### src/rtl/sysreg_pkg.sv
package sysreg_pkg;
  localparam int DATA_W = 32;
  localparam int IDX_W  = 6;
  localparam int NUM_REGS  = 2 ** (IDX_W - 1);
  localparam int NUM_BANKS = 7;
  localparam int BANK_W    = $clog2(NUM_BANKS);

  localparam logic [IDX_W-1:0] IDX_STAT   = 6'd0;
  localparam logic [IDX_W-1:0] IDX_SAVED  = 6'd1;
  localparam logic [IDX_W-1:0] IDX_FPEXC  = 6'd2;
  localparam logic [IDX_W-1:0] IDX_FPSCR  = 6'd3;
  localparam logic [IDX_W-1:0] IDX_SCTL   = 6'd4;
  localparam logic [IDX_W-1:0] IDX_CPACC  = 6'd5;
  localparam logic [IDX_W-1:0] IDX_TLBTY  = 6'd6;
  localparam logic [IDX_W-1:0] IDX_MEDIA0 = 6'd7;
  localparam logic [IDX_W-1:0] IDX_MEDIA1 = 6'd8;
  localparam logic [IDX_W-1:0] IDX_MPID   = 6'd9;
  localparam logic [IDX_W-1:0] IDX_FPSYS  = 6'd10;
  localparam logic [IDX_W-1:0] IDX_PFEAT0 = 6'd11;
  localparam logic [IDX_W-1:0] IDX_CLVL   = 6'd12;
  localparam logic [IDX_W-1:0] IDX_CSIZE  = 6'd13;

  localparam logic [DATA_W-1:0] FPEXC_MASK = 32'h6000_0000;
  localparam logic [DATA_W-1:0] FPSCR_MASK = 32'hFFF7_009F;
  localparam int                NMFI_POS   = 27;
  localparam logic [DATA_W-1:0] CPACC_KEEP = 32'h00F0_0000;
  localparam logic [DATA_W-1:0] PFEAT0_VAL = 32'h0000_1031;
  localparam int                STAT_J_POS = 24;
  localparam int                STAT_T_POS = 5;

  typedef enum logic [2:0] {RD_STORE, RD_STAT, RD_BANK, RD_CONST, RD_ZERO} rdKind_e;

  typedef struct packed {
    logic              rdValid;
    rdKind_e           rdKind;
    logic [DATA_W-1:0] rdConst;
    logic              wrStore;
    logic              wrBank;
    logic              wrStat;
    logic [BANK_W-1:0] bankSel;
    logic [DATA_W-1:0] wrKeep;
    logic [DATA_W-1:0] wrMask;
  } strobe_t;

  function automatic logic [BANK_W-1:0] bankOfMode(input logic [4:0] mode);
    case (mode)
      5'h11:   return 3'd1;
      5'h12:   return 3'd2;
      5'h13:   return 3'd3;
      5'h16:   return 3'd4;
      5'h17:   return 3'd5;
      5'h1B:   return 3'd6;
      default: return 3'd0;
    endcase
  endfunction

  function automatic logic [DATA_W-1:0] regResetValue(input int idx);
    case (idx)
      0:       return 32'h0000_01D3;
      4:       return 32'h08C5_0078;
      6:       return 32'h0000_0800;
      7:       return 32'h1011_0222;
      8:       return 32'h0100_0011;
      9:       return 32'h8000_0000;
      10:      return 32'h4100_20B0;
      default: return '0;
    endcase
  endfunction
endpackage

### src/rtl/sysreg_ctrl.sv
module sysreg_ctrl
  import sysreg_pkg::*;
#(
  parameter int UNIMP_START = 32
) (
  input  logic              clk,
  input  logic              rstN,
  input  logic              rdEn,
  input  logic [IDX_W-1:0]  rdIdx,
  input  logic              wrEn,
  input  logic [IDX_W-1:0]  wrIdx,
  input  logic [DATA_W-1:0] wrData,
  input  logic [4:0]        statMode,
  output strobe_t           strb,
  output logic              errOut
);
  localparam logic [IDX_W-1:0] UNIMP_IDX = UNIMP_START[IDX_W-1:0];

  logic rdUnimp, wrUnimp, cpaccBad, errNow;

  assign rdUnimp = rdEn && (rdIdx >= UNIMP_IDX);
  assign wrUnimp = wrEn && (wrIdx >= UNIMP_IDX);

  always_comb begin
    strb         = '0;
    strb.rdKind  = RD_STORE;
    strb.wrKeep  = '1;
    strb.wrMask  = '1;
    strb.bankSel = bankOfMode(statMode);
    strb.rdValid = rdEn;
    cpaccBad     = 1'b0;

    if (rdUnimp) begin
      strb.rdKind = RD_ZERO;
    end else begin
      case (rdIdx)
        IDX_STAT:   strb.rdKind = RD_STAT;
        IDX_SAVED:  strb.rdKind = RD_BANK;
        IDX_PFEAT0: begin
          strb.rdKind  = RD_CONST;
          strb.rdConst = PFEAT0_VAL;
        end
        IDX_CLVL, IDX_CSIZE: strb.rdKind = RD_ZERO;
        default:    strb.rdKind = RD_STORE;
      endcase
    end

    if (wrEn && !wrUnimp) begin
      case (wrIdx)
        IDX_STAT: begin
          strb.wrStore = 1'b1;
          strb.wrStat  = 1'b1;
        end
        IDX_SAVED: strb.wrBank = 1'b1;
        IDX_FPEXC: begin
          strb.wrStore = 1'b1;
          strb.wrMask  = FPEXC_MASK;
        end
        IDX_FPSCR: begin
          strb.wrStore = 1'b1;
          strb.wrMask  = FPSCR_MASK;
        end
        IDX_SCTL: begin
          strb.wrStore = 1'b1;
          strb.wrMask  = ~(DATA_W'(1) << NMFI_POS);
        end
        IDX_CPACC: begin
          strb.wrStore = 1'b1;
          strb.wrKeep  = CPACC_KEEP;
          cpaccBad     = (wrData[21:20] != 2'b11) || (wrData[23:22] != 2'b11);
        end
        IDX_TLBTY, IDX_MEDIA0, IDX_MEDIA1, IDX_MPID, IDX_FPSYS,
        IDX_PFEAT0, IDX_CLVL, IDX_CSIZE: strb.wrStore = 1'b0;
        default: strb.wrStore = 1'b1;
      endcase
    end
  end

  assign errNow = rdUnimp || wrUnimp || cpaccBad;

  always_ff @(posedge clk) begin
    if (!rstN) errOut <= 1'b0;
    else       errOut <= errNow;
  end


  err_source_chk: assert property (@(posedge clk) disable iff (!rstN)
    errOut |-> $past(rdEn || wrEn));


  unimp_nowrite_chk: assert property (@(posedge clk) disable iff (!rstN)
    (wrEn && wrIdx >= UNIMP_IDX) |-> !(strb.wrStore || strb.wrBank));
endmodule

### src/rtl/sysreg_dp.sv
module sysreg_dp
  import sysreg_pkg::*;
#(
  parameter int PC_W     = 48,
  parameter int PC_T_POS = 40,
  parameter int PC_J_POS = 41
) (
  input  logic              clk,
  input  logic              rstN,
  input  strobe_t           strb,
  input  logic [IDX_W-1:0]  rdIdx,
  input  logic [IDX_W-1:0]  wrIdx,
  input  logic [DATA_W-1:0] wrData,
  input  logic [PC_W-1:0]   pcIn,
  input  logic [PC_W-1:0]   npcIn,
  output logic [DATA_W-1:0] rdData,
  output logic [PC_W-1:0]   npcOut,
  output logic              npcValid,
  output logic [4:0]        statMode
);
  localparam logic [PC_W-1:0] PC_STATE_MASK =
    (PC_W'(1) << PC_T_POS) | (PC_W'(1) << PC_J_POS);

  logic [DATA_W-1:0] regs  [NUM_REGS];
  logic [DATA_W-1:0] banks [NUM_BANKS];
  logic [DATA_W-1:0] mergedVal, statView;
  logic [IDX_W-2:0]  wrLo, rdLo;
  logic              unusedBits;

  assign wrLo = wrIdx[IDX_W-2:0];
  assign rdLo = rdIdx[IDX_W-2:0];
  assign unusedBits = ^{pcIn, rdIdx[IDX_W-1], wrIdx[IDX_W-1]};

  assign mergedVal = ((wrData & strb.wrKeep) & strb.wrMask) | (regs[wrLo] & ~strb.wrMask);

  for (genvar i = 0; i < NUM_REGS; i++) begin : gReg
    always_ff @(posedge clk) begin
      if (!rstN) regs[i] <= regResetValue(i);
      else if (strb.wrStore && wrLo == i) regs[i] <= mergedVal;
    end
  end

  for (genvar b = 0; b < NUM_BANKS; b++) begin : gBank
    always_ff @(posedge clk) begin
      if (!rstN) banks[b] <= '0;
      else if (strb.wrBank && strb.bankSel == b) banks[b] <= wrData;
    end
  end

  assign statMode = regs[0][4:0];

  always_comb begin
    statView             = regs[0];
    statView[STAT_J_POS] = pcIn[PC_J_POS];
    statView[STAT_T_POS] = pcIn[PC_T_POS];
  end

  always_ff @(posedge clk) begin
    if (!rstN) begin
      rdData <= '0;
    end else if (strb.rdValid) begin
      case (strb.rdKind)
        RD_STAT:  rdData <= statView;
        RD_BANK:  rdData <= banks[strb.bankSel];
        RD_CONST: rdData <= strb.rdConst;
        RD_ZERO:  rdData <= '0;
        default:  rdData <= regs[rdLo];
      endcase
    end
  end

  always_ff @(posedge clk) begin
    if (!rstN) begin
      npcOut   <= '0;
      npcValid <= 1'b0;
    end else begin
      npcValid <= strb.wrStat;
      if (strb.wrStat)
        npcOut <= (npcIn & ~PC_STATE_MASK)
                | (PC_W'(wrData[STAT_J_POS]) << PC_J_POS)
                | (PC_W'(wrData[STAT_T_POS]) << PC_T_POS);
    end
  end


  npc_pulse_chk: assert property (@(posedge clk) disable iff (!rstN)
    npcValid |-> $past(strb.wrStat));


  fpexc_hold_chk: assert property (@(posedge clk) disable iff (!rstN)
    (regs[2] & ~FPEXC_MASK) == ($past(regs[2]) & ~FPEXC_MASK));


  nmfi_hold_chk: assert property (@(posedge clk) disable iff (!rstN)
    $stable(regs[4][NMFI_POS]));


  cpacc_clean_chk: assert property (@(posedge clk) disable iff (!rstN)
    (regs[5] & ~CPACC_KEEP) == '0);


  id_hold_chk: assert property (@(posedge clk) disable iff (!rstN)
    $stable(regs[9]) && $stable(regs[6]));
endmodule

### src/rtl/sysreg_file.sv
module sysreg_file
  import sysreg_pkg::*;
#(
  parameter int PC_W        = 48,
  parameter int PC_T_POS    = 40,
  parameter int PC_J_POS    = 41,
  parameter int UNIMP_START = 32
) (
  input  logic              clk,
  input  logic              rstN,
  input  logic              rdEn,
  input  logic [IDX_W-1:0]  rdIdx,
  output logic [DATA_W-1:0] rdData,
  input  logic              wrEn,
  input  logic [IDX_W-1:0]  wrIdx,
  input  logic [DATA_W-1:0] wrData,
  input  logic [PC_W-1:0]   pcIn,
  input  logic [PC_W-1:0]   npcIn,
  output logic [PC_W-1:0]   npcOut,
  output logic              npcValid,
  output logic              errOut
);
  strobe_t    strb;
  logic [4:0] statMode;

  sysreg_ctrl #(.UNIMP_START(UNIMP_START)) uCtrl (
    .clk(clk), .rstN(rstN), .rdEn(rdEn), .rdIdx(rdIdx), .wrEn(wrEn),
    .wrIdx(wrIdx), .wrData(wrData), .statMode(statMode), .strb(strb),
    .errOut(errOut)
  );

  sysreg_dp #(.PC_W(PC_W), .PC_T_POS(PC_T_POS), .PC_J_POS(PC_J_POS)) uDp (
    .clk(clk), .rstN(rstN), .strb(strb), .rdIdx(rdIdx), .wrIdx(wrIdx),
    .wrData(wrData), .pcIn(pcIn), .npcIn(npcIn), .rdData(rdData),
    .npcOut(npcOut), .npcValid(npcValid), .statMode(statMode)
  );
endmodule

### config.mk
export PLATFORM = sky130hd
export DESIGN_NAME = sysreg_file
export DESIGN_NICKNAME = d
export VERILOG_FILES = /design/src/rtl/sysreg_pkg.sv /design/src/rtl/sysreg_ctrl.sv /design/src/rtl/sysreg_dp.sv /design/src/rtl/sysreg_file.sv
export SDC_FILE = /design/constraint.sdc
export NUM_CORES = 2
export LEC_CHECK = 0
export ABC_AREA = 1
export BUFFER_PORTS_ARGS = -buffer_cell sky130_fd_sc_hd__clkbuf_2
export CORE_MARGIN = 2
export CORE_UTILIZATION = 55
export CTS_CLUSTER_DIAMETER = 40
export DETAILED_ROUTE_END_ITERATION = 8
export HOLD_SLACK_MARGIN = 0.06
export MAX_ROUTING_LAYER = met4
export PLACE_DENSITY_LB_ADDON = 0.08
export SLEW_MARGIN = 20
export SYNTH_ARGS = -nofsm -noshare
export SYNTH_HDL_FRONTEND = slang
export SYNTH_SLANG_ARGS = --single-unit
### constraint.sdc
create_clock -name clk -period 10.1 [get_ports clk]
set_clock_uncertainty 0.15 [all_clocks]
set_input_delay 1.01 -clock clk [delete_from_list [all_inputs] [get_ports clk]]
set_output_delay 1.01 -clock clk [all_outputs]
set_load 0.005 [all_outputs]
* Word level (Yosys, flattened, before mapping)
Memory sizes are Yosys's and may differ from the RTL's.
Cells that the tools add are included.
** Storage, ports and cells
- Memories kept :: 2
- Bits in registers :: 82
- Bits in writable memories :: 1248
- Output and inout bits :: 82
- Input bits :: 144
** Memory list
- uDp.regs :: words 32, bits a word 32, read ports 3, clocked after Yosys merged registers in 0, wr ports 32, RTL line sysreg_dp.sv:24 : logic [DATA_W-1:0] regs [NUM_REGS];
- uDp.banks :: words 7, bits a word 32, read ports 1, clocked after Yosys merged registers in 0, wr ports 7, RTL line sysreg_dp.sv:25 : logic [DATA_W-1:0] banks [NUM_BANKS];
** Cells by class
- Muxes and demuxes :: 172
- Bitwise gates (word level) :: 46
- Reduce and logical (&&, ||, !) cells :: 52
- $lt $le $gt $ge :: 2
- Equal/unequal tests :: 66
** Operators with widths (number)
- 2-to-1 mux 32 bit :: 41
- case mux 32 bit (4 select lines) :: 1
- 2-to-1 mux 1 bit :: 123
- equality test 5 bit (second input constant) :: 22
- bitwise AND 32 bit :: 3
- case mux 32 bit (3 select lines) :: 1
- 2-to-1 mux 64 bit :: 1
- equality test 6 x 4 -> 1 bit (second input constant) :: 9
- OR 48 x 41 -> 48 bit :: 1
- OR 48 x 42 -> 48 bit :: 1
- logical AND 1 bit :: 42
- equality test 5 x 4 -> 1 bit (second input constant) :: 8
- OR 1 bit :: 39
- inverter 32 bit :: 1
- OR 32 bit :: 1
- equality test 6 x 3 -> 1 bit (second input constant) :: 4
- equality test 5 x 3 -> 1 bit (second input constant) :: 4
- case mux 3 bit (6 select lines) :: 1
- 2-to-1 mux 13 bit :: 1
- equality test 3 x 2 -> 1 bit (second input constant) :: 4
- equality test 3 bit (second input constant) :: 4
- equality test 6 x 1 -> 1 bit (second input constant) :: 2
- equality test 6 x 2 -> 1 bit (second input constant) :: 2
- greater-or-equal comparator 6 bit (second input constant) :: 2
- other kinds (13) :: 20

* Longest topological paths before layout
- Depth after elaboration :: 10
- Depth in mapped cells :: 16
- Gate-level depth less buffers :: 13

* Hierarchy
Synthesis repeated with hierarchy kept, for this count alone.
** Second synthesis, totals
- Cell total of the unflattened synthesis :: 9044
- Area total of the unflattened synthesis :: 72198.0 µm²
** By module, submodules not included
- sysreg_dp :: cells each 8886, area each 71195.8 µm², sequential area each 39097.5 µm², times used 1
- sysreg_ctrl :: cells each 158, area each 1002.2 µm², sequential area each 20.0 µm², times used 1

* Least setup slack after synthesis
No wires, ideal clock.
- Path type :: input to register
- Start point :: input wrIdx[1]
- End point :: memory uDp.banks[4][0] (enable)
- Data required time :: 9480 ps
- Library setup time :: 470 ps
- Arrival time :: 4324 ps
- Setup slack :: 5156 ps
- Stages :: 9
- Path through :: buf_4 -> inv_2 -> nand2_2 -> buf_6 -> nor2_4 -> inv_1 -> nor2_4 -> inv_2 -> o31ai_1
** RTL lines
- from (decl) :: RTL line sysreg_file.sv:15 : input logic [IDX_W-1:0] wrIdx,
- to (decl) :: RTL line sysreg_dp.sv:25

* Worst setup path after layout
- Start point :: input rdIdx[1]
- End point :: register uDp.rdData[24]
** Between the ends
- Longest elaborated chain between the ends :: 6
** RTL lines
- from (decl) :: RTL line sysreg_file.sv:12 : input logic [IDX_W-1:0] rdIdx,
- equality test 6 x 4 -> 1 bit :: RTL line sysreg_ctrl.sv:36 : case (rdIdx)
- OR reduction 2 bit :: RTL line sysreg_ctrl.sv:36
- case mux 3 bit (4 select lines) :: RTL line sysreg_ctrl.sv:36
- 2-to-1 mux 3 bit :: RTL line sysreg_ctrl.sv:33 : if (rdUnimp) begin
- equality test 3 bit, or another cell as far along :: RTL line sysreg_dp.sv:62 : case (strb.rdKind)
- case mux 32 bit (4 select lines) (*) :: RTL line sysreg_dp.sv:62
- to (signal assigned) :: RTL line sysreg_dp.sv:63 : RD_STAT: rdData <= statView;
- to (signal assigned) :: RTL line sysreg_dp.sv:64 : RD_BANK: rdData <= banks[strb.bankSel];
- to (signal assigned) :: RTL line sysreg_dp.sv:65 : RD_CONST: rdData <= strb.rdConst;
- to (decl) :: RTL line sysreg_dp.sv:16 : output logic [DATA_W-1:0] rdData,
Every way passes the cells marked *; elsewhere a longest branch is shown, timed or not.
A chain may end at the register's enable or synchronous reset.

==> out/qor.csv <==
metric,value,unit
status,"finished, final reports clean",
RePlAce Congestion,0.936,
post-synthesis register bit count,1330,
hold path depth,2,
fmax,0.209,GHz
Die Y,343,um
NetSw,3500,uW
CTS hold repair buffers,0,
design area,72600,um2
Syn. warnings,0,
area fraction of the dominant cell type after synthesis,59.2,%
largest net degree at the start of global routing,130,
Hold Path Class,reg2reg,
Critical Path RT,10610,ps
crit path launch,rdIdx[1],
clk_lat worst skew,800,ps
Fin. Hold Viols,0,
initial antenna violation count,6,
HPWL after DPL,124000,um
Hold EP,uDp.npcOut[0],
"Power, Total",14100,uW
DIE WIDTH,343,um
die area,118000,um2
Mapped Cells,6987,
CTS buffer count,177,
drt initial violations,7111,
DRC,0,
deepest clock path buffer count,3,
DRT antenna net count,0,
"Primary FF master, synth",edfxtp_1,
FP Rows,124,
asr flop ratio synth,0,%
Worst-Margin Slew,1230,ps
clk root buf,clkbuf_16,
Buffers on Ports,177,
reg2reg start,uDp.regs[0][1],
setup_tns,0,ps
WP data arrival,5290,ps
Final period util,47.3,%
Critical Path Fanout Max,70,
"commonest non-fill, non-tap cells in the layout","2052 x nand2_1, 1248 x edfxtp_1, 964 x nor2_1",
startpoint types,input port,
Net Sw Frac,24.9,%
worst r2r path cells,8,
routed len/inst,23.6,um
post-route minimum period,4780,ps
IO Pins,226,
routed via count,51300,
Layout area overhead,14.7,%
depth of the CTS H-tree,4,
register area share after synthesis,61.8,%
Rel. slew slack,18.2,%
first-pass GRT wire length,308000,um
Mapped Area,63300,um2
RSZ-0062 raised after global routing,false,
Reg2Reg Setup Slack,5940,ps
GR Overflow Total,0,
Internal,10600,uW
setup violators final,0,
Syn Area/Cell,9.06,um2
maxcap violations,0,
R2R Path End,uDp.banks[4][13],
layout cells sized above 1,9.91,%
vias in the first global route,47800,
"Clk pin slew, worst setup/hold paths",50,ps
Synth cell types,42,
Initial Util,55.4,%
clock share of power,45.7,%
hold wc startpoint,uDp.npcOut[0],
Critical Path End Type,flip-flop,
placed insts,8614,
First-pass DRT Iterations,7,
Logic pwr share,8.6,%
dominant cells by area after synthesis,"edfxtp_1 59%, nand2_1 12%, nor2_1 5.7%",
# Post-CTS Setup Buffers,0,
PwrDens,194,nW/um2
Resized cells post-CTS,0,
final core occ,63.6,%
Final Non-Filler Cells,8945,
Max Slew Vio Count,0,
"most common cell after layout, fill and taps aside",nand2_1,
Reg power frac,45.6,%
Post-synth EDFFs,1248,
GRT Total Usage,36.8,%
Pleak,0.0306,uW
kind of critical path,in2reg,
Core Region,114000,um2
dpl cell area,66400,um2
post-synth top area cell,edfxtp_1,
TritonCTS clock tree,yes,
Routed WL,211000,um
NumNets Final,7427,
Max IR drop VDD,0.142,mV
Vias/cell,5.73,
clock sinks,1330,
-- worst max path at each step --
stage	depth (start not counted)	endpoint	slack [ps]
finish	12	uDp.rdData[24]	5320
global route	11	uDp.regs[23][8]	5240
CTS	8	uDp.banks[4][1]	5450
detailed placement	12	uDp.rdData[27]	4710
global placement	12	uDp.rdData[24]	4710
floorplan	9	uDp.banks[4][0]	5160
-- layer usage --
| metal | global-route usage [%] | part of all wire, % | vias up |
|---|---|---|---|
| met5 | - | 0 | - |
| met4 | 19.0 | 5.6 | 0 |
| met3 | 8.87 | 13 | 555 |
| met2 | 53.8 | 44 | 3259 |
| met1 | 47.9 | 37 | 24200 |
| li1 | - | - | 23200 |
-- worst max-delay path: stages --
cell,delay [ps]
clkbuf_8,320
inv_6,660
buf_4,680
nand2_1,660
nor2_2,240
buf_4,490
nor3_2,120
buf_4,280
nand3_1,270
nand2_1,90
nor2_1,280
nor2_1,60
-- flip-flops by register name, summed over array words and instances, names as in the netlist --
signal        cells
uDp.regs       1024
uDp.banks       224
uDp.npcOut       48
uDp.rdData       32
uCtrl.errOut      1
uDp.npcValid      1
-- logic make-up (layout without fill, tap and decap cells) --
family / after synthesis / in the layout / synth area share (%)
AND/OR/NAND/NOR: 3714 / 3714 / 24.0
flip-flops: 1330 / 1330 / 61.8
buffers and inverters: 1163 / 1290 / 7.39
AO/OA/AOI/OAI: 778 / 778 / 6.77
other: 2 / 321 / 0.0119
-- Yosys cell counts, types with 5 or more instances --
library cell / n
a21oi_1: 431
a21oi_2: 11
a221oi_1: 5
a22oi_1: 46
buf_1: 56
buf_2: 195
buf_4: 6
buf_6: 6
clkbuf_1: 241
clkinv_1: 5
dfxtp_1: 82
edfxtp_1: 1248
inv_1: 630
inv_2: 22
nand2_1: 2063
nand2_2: 5
nand3_1: 512
nand3_2: 10
nand3b_1: 70
nand4_1: 64
nor2_1: 969
nor2_2: 8
nor2_4: 10
o2111ai_1: 12
o211ai_1: 8
o21ai_0: 173
o21ai_1: 23
o21ai_2: 17
o22ai_1: 41
-- metrics by stage --
step | hold slack [ps] | setup slack (ps)
2_1_floorplan | 308 | 5160
5_1_grt | 309 | 5240
3_5_place_dp | 303 | 4710
3_3_place_gp | 297 | 4710
6_report | 309 | 5320
4_1_cts | 286 | 5450
-- layout make-up --
| cell class | instances | area (um2) |
|---|---|---|
| fillers | 9476 | 41600 |
| flip-flops and latches | 1330 | 39100 |
| multi-input cells | 4808 | 21100 |
| clock buffers | 201 | 4610 |
| inverters | 657 | 2480 |
| repair buffers | 309 | 1950 |
| well taps | 1512 | 1890 |
| clock inverters | 123 | 1450 |
| diodes | 5 | 12.5 |
-- power groups by stage --
stage                     combinational, uW  clock, uW  sequential [uW]
after floorplan                         708          0             6510
final                                  1220       6440             6420
after global placement                 1160          0             6520
after CTS                              1180       6470             6420
after global routing                   1310       6700             6450
after detailed placement               1170          0             6530
Note: power is estimated with default switching activity, not from simulation.
